===== config.mk =====
export PLATFORM = sky130hd
export DESIGN_NAME = perf_mon_unit
export DESIGN_NICKNAME = d
export VERILOG_FILES = /design/src/rtl/pmu_pkg.sv /design/src/rtl/pmu_evt_decode.sv /design/src/rtl/pmu_counter.sv /design/src/rtl/pmu_ctrl_reg.sv /design/src/rtl/perf_mon_unit.sv
export SDC_FILE = /design/constraint.sdc
export NUM_CORES = 1
export LEC_CHECK = 0
export BUFFER_PORTS_ARGS = -buffer_cell sky130_fd_sc_hd__buf_4
export CAP_MARGIN = 20
export CORE_AREA = 2 2 212 214
export DETAILED_ROUTE_END_ITERATION = 8
export DIE_AREA = 0 0 214 216
export SLEW_MARGIN = 20
export SYNTH_ARGS = -nofsm -noshare
export SYNTH_HDL_FRONTEND = slang
export SYNTH_SLANG_ARGS = --single-unit

===== constraint.sdc =====
create_clock -name clk_i -period 6.31 [get_ports clk_i]
set_clock_uncertainty 0.15 [all_clocks]
set_input_delay 0.631 -clock clk_i [delete_from_list [all_inputs] [get_ports clk_i]]
set_output_delay 0.631 -clock clk_i [all_outputs]
set_load 0.1 [all_outputs]

===== src/rtl/pmu_pkg.sv =====
package pmu_pkg;
  localparam int NUM_CTR = 6;
  localparam int NUM_SEL = 4;

  localparam logic [7:0] CODE_INSN     = 8'h02;
  localparam logic [7:0] CODE_CYC      = 8'h1E;
  localparam logic [7:0] CODE_C1_INSN  = 8'hFE;
  localparam logic [7:0] CODE_C1_CYC   = 8'hF0;
  localparam logic [7:0] CODE_C4_RUN   = 8'hFA;

  typedef struct packed {
    logic alert_seen;   // bit 7
    logic alert_en;     // bit 6
    logic frz_on_alert; // bit 5
    logic arm_rest;     // bit 4
    logic arm_c1;       // bit 3
    logic frz_56;       // bit 2
    logic frz_14;       // bit 1
    logic frz_all;      // bit 0
  } pmu_ctrl_t;

  localparam pmu_ctrl_t CTRL_RST = 8'h01;
endpackage


===== src/rtl/pmu_evt_decode.sv =====
module pmu_evt_decode
  import pmu_pkg::*;
#(
  parameter int INC_W = 4,
  parameter int EVT_W = 8
) (
  input  pmu_ctrl_t                        ctrl_i,
  input  logic [NUM_SEL*EVT_W-1:0]         evsel_i,
  input  logic [INC_W-1:0]                 insn_i,
  input  logic                             run_i,
  output logic [NUM_CTR-1:0][INC_W-1:0]    incr_o,
  output logic [NUM_CTR-1:0]               arm_o
);
  localparam logic [INC_W-1:0] ONE = INC_W'(1);

  logic [EVT_W-1:0] sel [NUM_SEL];
  logic grp_on, hi_on;

  for (genvar k = 0; k < NUM_SEL; k++) begin : g_sel
    assign sel[k] = evsel_i[k*EVT_W +: EVT_W];
  end

  assign grp_on = !ctrl_i.frz_all && !ctrl_i.frz_14 && (|evsel_i);
  assign hi_on  = !ctrl_i.frz_all && !ctrl_i.frz_56;

  always_comb begin
    incr_o = '0;
    if (grp_on) begin
      if (sel[0] == EVT_W'(CODE_INSN) || sel[0] == EVT_W'(CODE_C1_INSN))
        incr_o[0] = insn_i;
      else if (sel[0] == EVT_W'(CODE_CYC) || sel[0] == EVT_W'(CODE_C1_CYC))
        incr_o[0] = ONE;
      for (int k = 1; k < 3; k++) begin
        if (sel[k] == EVT_W'(CODE_INSN))     incr_o[k] = insn_i;
        else if (sel[k] == EVT_W'(CODE_CYC)) incr_o[k] = ONE;
      end
      if (sel[3] == EVT_W'(CODE_INSN))        incr_o[3] = insn_i;
      else if (sel[3] == EVT_W'(CODE_C4_RUN)) incr_o[3] = run_i ? insn_i : '0;
      else if (sel[3] == EVT_W'(CODE_CYC))    incr_o[3] = ONE;
    end
    if (hi_on) begin
      incr_o[4] = insn_i;
      incr_o[5] = ONE;
    end
  end

  assign arm_o = {{(NUM_CTR-1){ctrl_i.arm_rest}}, ctrl_i.arm_c1};
endmodule


===== src/rtl/pmu_counter.sv =====
module pmu_counter #(
  parameter int CTR_W = 32,
  parameter int INC_W = 4
) (
  input  logic             clk_i,
  input  logic             rst_ni,
  input  logic             wr_en_i,
  input  logic [CTR_W-1:0] wr_data_i,
  input  logic [INC_W-1:0] inc_i,
  input  logic             arm_i,
  output logic [CTR_W-1:0] cnt_o,
  output logic             hit_o
);
  localparam logic [CTR_W:0] THR = (CTR_W+1)'(1) << (CTR_W-1);

  logic [CTR_W-1:0] cnt_q;
  logic [CTR_W:0]   sum;
  logic             adv;

  assign sum   = {1'b0, cnt_q} + (CTR_W+1)'(inc_i);
  assign adv   = (inc_i != '0);
  assign hit_o = !wr_en_i && adv && arm_i && (sum >= THR);

  always_ff @(posedge clk_i or negedge rst_ni) begin
    if (!rst_ni)      cnt_q <= '0;
    else if (wr_en_i) cnt_q <= wr_data_i;
    else if (hit_o)   cnt_q <= THR[CTR_W-1:0];
    else if (adv)     cnt_q <= sum[CTR_W-1:0];
  end

  assign cnt_o = cnt_q;
endmodule


===== src/rtl/pmu_ctrl_reg.sv =====
module pmu_ctrl_reg
  import pmu_pkg::*;
(
  input  logic      clk_i,
  input  logic      rst_ni,
  input  logic      wr_en_i,
  input  pmu_ctrl_t wr_val_i,
  input  logic      alert_i,
  output pmu_ctrl_t ctrl_o
);
  pmu_ctrl_t ctrl_q, ctrl_d;

  always_comb begin
    ctrl_d = ctrl_q;
    if (wr_en_i) begin
      ctrl_d = wr_val_i;
    end else if (alert_i) begin
      if (ctrl_q.frz_on_alert) ctrl_d.frz_all = 1'b1;
      if (ctrl_q.alert_en) begin
        ctrl_d.alert_en   = 1'b0;
        ctrl_d.alert_seen = 1'b1;
      end
    end
  end

  always_ff @(posedge clk_i or negedge rst_ni) begin
    if (!rst_ni) ctrl_q <= CTRL_RST;
    else         ctrl_q <= ctrl_d;
  end

  assign ctrl_o = ctrl_q;
endmodule


===== src/rtl/perf_mon_unit.sv =====
module perf_mon_unit
  import pmu_pkg::*;
#(
  parameter int CTR_W  = 32,
  parameter int INC_W  = 4,
  parameter int EVT_W  = 8,
  parameter int ADDR_W = 3
) (
  input  logic              clk_i,
  input  logic              rst_ni,
  input  logic              wr_en_i,
  input  logic [ADDR_W-1:0] wr_addr_i,
  input  logic [CTR_W-1:0]  wr_data_i,
  input  logic [ADDR_W-1:0] rd_addr_i,
  output logic [CTR_W-1:0]  rd_data_o,
  input  logic [INC_W-1:0]  insn_cnt_i,
  input  logic              run_i,
  output logic              alert_irq_o
);
  localparam int SEL_W = NUM_SEL * EVT_W;
  localparam logic [ADDR_W-1:0] ADDR_CTRL  = ADDR_W'(NUM_CTR);
  localparam logic [ADDR_W-1:0] ADDR_EVSEL = ADDR_W'(NUM_CTR + 1);

  pmu_ctrl_t                      ctrl_q;
  logic [SEL_W-1:0]               evsel_q;
  logic [NUM_CTR-1:0][INC_W-1:0]  incr;
  logic [NUM_CTR-1:0]             arm;
  logic [NUM_CTR-1:0]             hit;
  logic [NUM_CTR-1:0][CTR_W-1:0]  ctr_q;
  logic                           any_hit;
  logic                           ctrl_we;

  assign ctrl_we = wr_en_i && (wr_addr_i == ADDR_CTRL);
  assign any_hit = |hit;

  always_ff @(posedge clk_i or negedge rst_ni) begin
    if (!rst_ni)                                   evsel_q <= '0;
    else if (wr_en_i && wr_addr_i == ADDR_EVSEL)   evsel_q <= wr_data_i[SEL_W-1:0];
  end

  pmu_evt_decode #(.INC_W(INC_W), .EVT_W(EVT_W)) u_dec (
    .ctrl_i  (ctrl_q),
    .evsel_i (evsel_q),
    .insn_i  (insn_cnt_i),
    .run_i   (run_i),
    .incr_o  (incr),
    .arm_o   (arm)
  );

  for (genvar k = 0; k < NUM_CTR; k++) begin : g_ctr
    pmu_counter #(.CTR_W(CTR_W), .INC_W(INC_W)) u_ctr (
      .clk_i     (clk_i),
      .rst_ni    (rst_ni),
      .wr_en_i   (wr_en_i && (wr_addr_i == ADDR_W'(k))),
      .wr_data_i (wr_data_i),
      .inc_i     (incr[k]),
      .arm_i     (arm[k]),
      .cnt_o     (ctr_q[k]),
      .hit_o     (hit[k])
    );
  end

  pmu_ctrl_reg u_ctrl (
    .clk_i    (clk_i),
    .rst_ni   (rst_ni),
    .wr_en_i  (ctrl_we),
    .wr_val_i (pmu_ctrl_t'(wr_data_i[7:0])),
    .alert_i  (any_hit),
    .ctrl_o   (ctrl_q)
  );

  always_comb begin
    rd_data_o = '0;
    if (rd_addr_i == ADDR_CTRL)                  rd_data_o = CTR_W'(ctrl_q);
    else if (rd_addr_i == ADDR_EVSEL)            rd_data_o = CTR_W'(evsel_q);
    else if (int'(rd_addr_i) < NUM_CTR)          rd_data_o = ctr_q[rd_addr_i];
  end

  assign alert_irq_o = ctrl_q.alert_seen;
endmodule


==> impl_metrics.ini, run 1 <==
[status]
outcome = complete, but fails checks
failed_checks = negative hold slack

[clock_tree]
cts_root_buffer = clkbuf_16
clk_pin_slew_ns = 0.06
cts_sinks = 232
post_cts_buffers = 0
cts_max_path_buffers = 3
clock_latency_ns = 0.61
tritoncts = done
ctsResizeCount = 0
cts_hold_buffers = 0
cts-buffers-inserted = 29
h-tree-depth = 1

[global_routing]
grt_pass1_vias = 16600
grt_antenna_before_repair = 7
grt_usage = 0.324
grt_first_pass_wirelength_um = 112000
grt_max_degree = 129
overflow = 0

[power_and_ir_drop]
power.leakage_nw = 7.30
p_per_area_nw_per_um2 = 345
peakVddDrop_mv = 0.223

[detailed_routing]
drt_iter0_markers = 2150
num_vias = 18100
avgViaCountPerCell = 6.57
ant_nets = 0
dr.pass1.iters = 5
drt-total-wl_um = 76400
drc = 0
routedWlPerCell_um = 27.8

[layout]
nNetsFinal = 2204
drive_gt1_frac = 0.148
area_delta_synth_final_pct = 11.7

[timing]
relSlewSlack = 0.293
rsz0062_at_grt = no
finalHoldViolCount = 37
max_freq_mhz = 180
fin_crit_ns = 5.56
slew_violations = 0
fin_setup_tns_ns = 0
timing.final.crit_share = 0.882
worst_pin_slew_ns = 1.05
whs_ns = -0.0355
finalSetupViolCount = 0

[synthesis]
ys_seq_elements = 232
ys_warn_count = 0
synth.distinct_cells = 88
async_reset_ff_frac = 1.00
syn-num-nets = 2207
avgSynthCellArea_um2 = 8.18
syn_area_um2 = 17500
synth_edf_count = 0
synth_cells = 2134
synth-main-ff-cell = dfrtp_1
yosysSeqAreaShare = 0.333

[critical_path]
start_kind = register
worst_path_max_delay_cell = nor2_2
path_cells = or4_1 -> or3b_1 -> o31a_1 -> nand2_1 -> nor2_1 -> ha_1 -> o21ai_0 -> o21ai_0 -> nand4_1 -> mux2i_2 -> buf_4 -> nor2_2 -> a32oi_1 -> o21ai_0
crit_fanout = 17
regToRegSetupSlack_ns = 0.75
worstPathArrival_ns = 5.90
setup.worst_path.end_class = register
slowest_delay_ns = 0.71
worstSetupPathType = reg2reg
worst_r2r_startpoint = evsel_q[24]
r2r_cells = 14
cp_common_cell = o21ai_0
required_ns = 6.65
reg2reg_to = g_ctr[3].u_ctr.cnt_o[24]

[die]
die_h_um = 216
floorplan.initialDensity = 0.398
io_pins = 79
die_x_um = 214
coreArea_um2 = 43800
die_area_um2 = 46200
rows = 77

[run]
cap_violations = 0

[place]
dpl.hpwl_um = 54600
gp_congestion = 1.00
port_buffers = 78

[hold_path]
min_path_type = in2async
-- synth_stat cells, drive strengths merged (9+ instances only) --
master	n	share of area
mux2	70	0.045
nand4	57	0.021
o21a	16	0.0069
o21ai	208	0.060
nand2	255	0.055
nand3b	25	0.011
xnor2	12	0.0060
a21o	24	0.011
a2bb2oi	12	0.0060
nor4	45	0.017
a21oi	112	0.033
ha	22	0.016
a31oi	59	0.021
and4	16	0.0080
clkbuf	107	0.023
mux4	40	0.052
buf	39	0.012
or4	19	0.0084
dfrtp	231	0.33
and2	25	0.0091
or2	13	0.0047
nor2b	24	0.0086
o31ai	9	0.0039
or3	22	0.0079
nor3	70	0.020
nand3	67	0.019
inv	38	0.0082
a221oi	35	0.022
and3	33	0.012
nor2	250	0.054
a22oi	62	0.027
-- flip-flops by register name (all words and copies together) (netlist names) --
register,cells
evsel_q,32
g_ctr.u_ctr.cnt_o,192
u_ctrl.ctrl_o,8
-- routing by layer --
metal  vias up  GRT usage  part of all wire  routed length, um
li1       7989          -                 -                  -
met2      1043      0.454              0.41              31500
met5         -          0           0.00096                 73
met1      8788      0.453              0.41              31700
met4        10      0.197             0.065               4960
met3       226     0.0741              0.11               8160
-- cell usage in the layout, fill, tap and decap left out, drive strengths merged, types with 7 or more instances in the layout --
| master | n |
|---|---|
| mux4 | 40 |
| a31oi | 59 |
| a21o | 24 |
| or2 | 13 |
| inv | 39 |
| nand4 | 57 |
| nor4b | 7 |
| and4 | 16 |
| nand2 | 255 |
| buf | 112 |
| dfrtp | 231 |
| o31ai | 9 |
| clkbuf | 43 |
| a221oi | 35 |
| mux2 | 70 |
| mux2i | 8 |
| nand2b | 8 |
| and3 | 33 |
| xnor2 | 12 |
| nor2b | 24 |
| a22oi | 62 |
| nand3 | 67 |
| o2111ai | 8 |
| ha | 22 |
| o21a | 16 |
| a2bb2oi | 12 |
| nor3 | 70 |
| and2 | 25 |
| or4 | 19 |
| o41ai | 7 |
| nor4 | 45 |
| nor2 | 250 |
| o21ai | 208 |
| nand3b | 25 |
| nand4b | 7 |
| or3 | 22 |
| clkinv | 8 |
| a21oi | 112 |
-- power by group --
group | internal [mW] | total [mW] | leakage (nW) | switching [mW]
Sequential | 1.85 | 2.55 | 2.61 | 0.691
Combinational | 0.822 | 2.34 | 4.18 | 1.52
Clock | 1.10 | 1.83 | 0.507 | 0.731
Total | 3.77 | 6.72 | 7.30 | 2.95
-- logic make-up after synthesis --
kind of cell,share of synthesized area
AO/OA/AOI/OAI,0.222
multiplexers,0.101
buffers and inverters,0.0433
adder cells (fa/ha/maj),0.0215
flip-flops,0.333
XOR/XNOR,0.00803
AND/OR/NAND/NOR,0.271
-- per-stage QoR --
step,power [mW],cell area [um2],setup slack (ns),utilization,instances
6_report,6.72,19500,0.745,0.445,2749
5_1_grt,7.00,19500,0.465,0.445,2746
4_1_cts,6.65,19500,0.944,0.445,2746
3_5_place_dp,4.82,18500,0.980,0.421,2692
3_3_place_gp,4.78,18500,1.15,0.421,2692
2_1_floorplan,3.91,17500,1.33,-,2134
-- critical path, delay by kind of cell, from the launching register on --
family	cells	cell delay, ns
AO/OA/AOI/OAI	5	1.60
adder cells (fa/ha/maj)	1	0.33
AND/OR/NAND/NOR	6	2.27
buffers and inverters	1	0.27
multiplexers	1	0.39
flip-flops	1	0.40
-- worst max path at each step --
| stage | startpoint | endpoint | slack (ns) |
|---|---|---|---|
| final | evsel_q[24] | g_ctr[3].u_ctr.cnt_o[24] | 0.75 |
| after global routing | evsel_q[24] | g_ctr[3].u_ctr.cnt_o[21] | 0.46 |
| after CTS | evsel_q[24] | g_ctr[3].u_ctr.cnt_o[24] | 0.94 |
| after detailed placement | evsel_q[24] | g_ctr[3].u_ctr.cnt_o[24] | 0.98 |
| after global placement | evsel_q[24] | g_ctr[3].u_ctr.cnt_o[24] | 1.15 |
| after floorplan | rd_addr_i[0] | rd_data_o[18] | 1.33 |
-- layout make-up --
class	instances	area [um2]
Clock buffer	43	858
Tap cell	592	741
Antenna cell	3	7.51
Fill cell	4381	24300
Inverter	40	150
Clock inverter	11	159
Timing Repair Buffer	112	861
Multi-Input combinational cell	1716	10900
Sequential cell	232	5810
Note: power is estimated with default switching activity, not from simulation.
==> inputs of run 2 (changes only) <==
--- a/config.mk
+++ b/config.mk
@@ -7,9 +7,9 @@
 export LEC_CHECK = 0
 export BUFFER_PORTS_ARGS = -buffer_cell sky130_fd_sc_hd__buf_4
 export CAP_MARGIN = 20
-export CORE_AREA = 2 2 212 214
+export CORE_AREA = 2 2 200 202
 export DETAILED_ROUTE_END_ITERATION = 8
-export DIE_AREA = 0 0 214 216
+export DIE_AREA = 0 0 202 204
 export SLEW_MARGIN = 20
 export SYNTH_ARGS = -nofsm -noshare
 export SYNTH_HDL_FRONTEND = slang
==> run 2 against run 1 <==
The flow now finishes without violations. Sequential power decreased by 2%. Non-clock buffer count increased by 2. Utilization increased by 5.5 points. Global-route usage increased by 3.1 points. Cell count decreased by 2.3%. First-iteration DRC count increased by 11%. Sequential share of layout area decreased by 0.10 points. Maximum frequency increased by 7.8%. Register-to-register slack improved by 0.40 ns. Largest cell class unchanged.
==> impl_metrics.ini, run 2 (same netlist as run 1, synthesis figures left out) <==
[status]
outcome = finished clean

[detailed_routing]
routedWlPerCell_um = 27.5
ant_nets = 0
num_vias = 18000
avgViaCountPerCell = 6.71
drt_iter0_markers = 2395
dr.pass1.iters = 7
drt-total-wl_um = 73900
drc = 0

[critical_path]
crit_fanout = 18
regToRegSetupSlack_ns = 1.15
setup.worst_path.end_class = register
start_kind = register
setup.worst_path.start = evsel_q[20]
worstSetupPathType = reg2reg
worst_r2r_startpoint = evsel_q[20]
reg2reg_to = g_ctr[1].u_ctr.cnt_o[1]
required_ns = 6.64
crit_end = g_ctr[1].u_ctr.cnt_o[1]
worstPathArrival_ns = 5.49
r2r_cells = 16

[timing]
worst_pin_slew_ns = 1.12
slew_violations = 0
finalSetupViolCount = 0
finalHoldViolCount = 0
max_freq_mhz = 194
fin_crit_ns = 5.16
rsz0062_at_grt = no
fin_setup_tns_ns = 0
timing.final.crit_share = 0.818
relSlewSlack = 0.245
whs_ns = 0.189

[place]
port_buffers = 78
dpl.hpwl_um = 52700
placedCellCount = 2626
gp_congestion = 1.01

[clock_tree]
clk_pin_slew_ns = 0.06
cts_root_buffer = clkbuf_16
ctsResizeCount = 0
post_cts_buffers = 0
h-tree-depth = 1
cts-buffers-inserted = 30
tritoncts = done
cts_sinks = 232
cts_max_path_buffers = 3
clock_latency_ns = 0.61

[layout]
area_delta_synth_final_pct = 12.1
final_common_cell = nand2_1
utilization = 0.499
layout_common_cells = 254 x nand2_1, 248 x nor2_1, 231 x dfrtp_1, 192 x o21ai_0, 110 x buf_4
nNetsFinal = 2207
drive_gt1_frac = 0.149
fillCellCount = 3762
largest_register_ff_count = 192
finalNonFillerCells = 2685

[global_routing]
grt_usage = 0.355
grt_max_degree = 143
use_met2 = 0.521
grt_pass1_vias = 16400
grt_first_pass_wirelength_um = 110000
globalRouteMet1Util = 0.509
overflow = 0
top_usage_layer = met2
grt_antenna_before_repair = 1
grt_use_met3 = 0.0598

[power_and_ir_drop]
p_per_area_nw_per_um2 = 351
power.leakage_nw = 7.36
clkPwrFrac = 0.292
power_frac_comb = 0.342
sw_frac_of_total = 0.424
power_mw = 6.87
seq_power_share = 0.366
cell_internal_pwr_mw = 3.96
peakVddDrop_mv = 0.234
p_switching_mw = 2.91

[run]
cap_violations = 0

[hold_path]
hold_depth = 3
min_path_type = in2reg

[die]
floorplan.initialDensity = 0.445
coreArea_um2 = 39200
io_pins = 79
die_h_um = 204
rows = 73
die_x_um = 202
die_area_um2 = 41200
[run 2: stage by stage]
stage | setup slack, ns | cell area [um2]
finish | 1.15 | 19600
global route | 0.809 | 19600
CTS | 1.24 | 19600
detailed placement | 1.29 | 18400
global placement | 1.36 | 18400
floorplan | 1.33 | 17500
[run 2: cell type report]
cell class / count / area [um2] / share of cell area
Timing Repair Buffer: 114 / 891 / 0.0455
Antenna cell: 2 / 5.00 / 0.000256
Multi-Input combinational cell: 1716 / 10900 / 0.558
Clock buffer: 44 / 905 / 0.0462
Sequential cell: 232 / 5810 / 0.297
Clock inverter: 12 / 238 / 0.0121
Tap cell: 525 / 657 / 0.0336
Inverter: 40 / 150 / 0.00767
[run 2: repair_timing]
action / in CTS / in global routing
endpoints found under the hold margin: 90 / 0
endpoints found under the setup margin: 0 / 0
hold buffers: 1 / 0
[run 2: worst min-delay path by stage]
stage,slack (ns),end,start
after detailed placement,0.36,u_ctrl.ctrl_o[1],u_ctrl.ctrl_o[1]
after global routing,0.20,u_ctrl.ctrl_o[2],wr_data_i[2]
after global placement,0.34,u_ctrl.ctrl_o[1],u_ctrl.ctrl_o[1]
final,0.19,u_ctrl.ctrl_o[1],wr_data_i[1]
after floorplan,0.19,evsel_q[0],rst_ni
after CTS,0.18,u_ctrl.ctrl_o[1],wr_data_i[1]
[run 2: routing by layer]
layer	vias up	routed length, um
met4	0	4160
met2	996	31400
met3	186	7370
met1	8835	31000
met5	-	0
li1	8003	-
[run 2: critical path, cell delays in order, from the launching register on]
cell and delay, ns:
dfrtp_1 0.57, nor4_1 0.09, buf_4 0.15, nand2_1 0.07, o31a_1 0.54, inv_1 0.17, nor3_1 0.36, ha_1 0.26
inv_1 0.06, fa_1 0.39, nor2b_1 0.17, o21a_1 0.40, o2111ai_1 0.28, nand4bb_1 0.25, nand2_1 0.55, a221oi_1 0.49
nor2_1 0.07
[run 2: power by group through the flow]
stage	registers, mW	clock network, mW	logic [mW]
2_1_floorplan	2.21	0	1.70
3_3_place_gp	2.49	0	2.26
3_5_place_dp	2.50	0	2.30
4_1_cts	2.48	2.03	2.31
5_1_grt	2.56	2.09	2.52
6_report	2.51	2.01	2.35
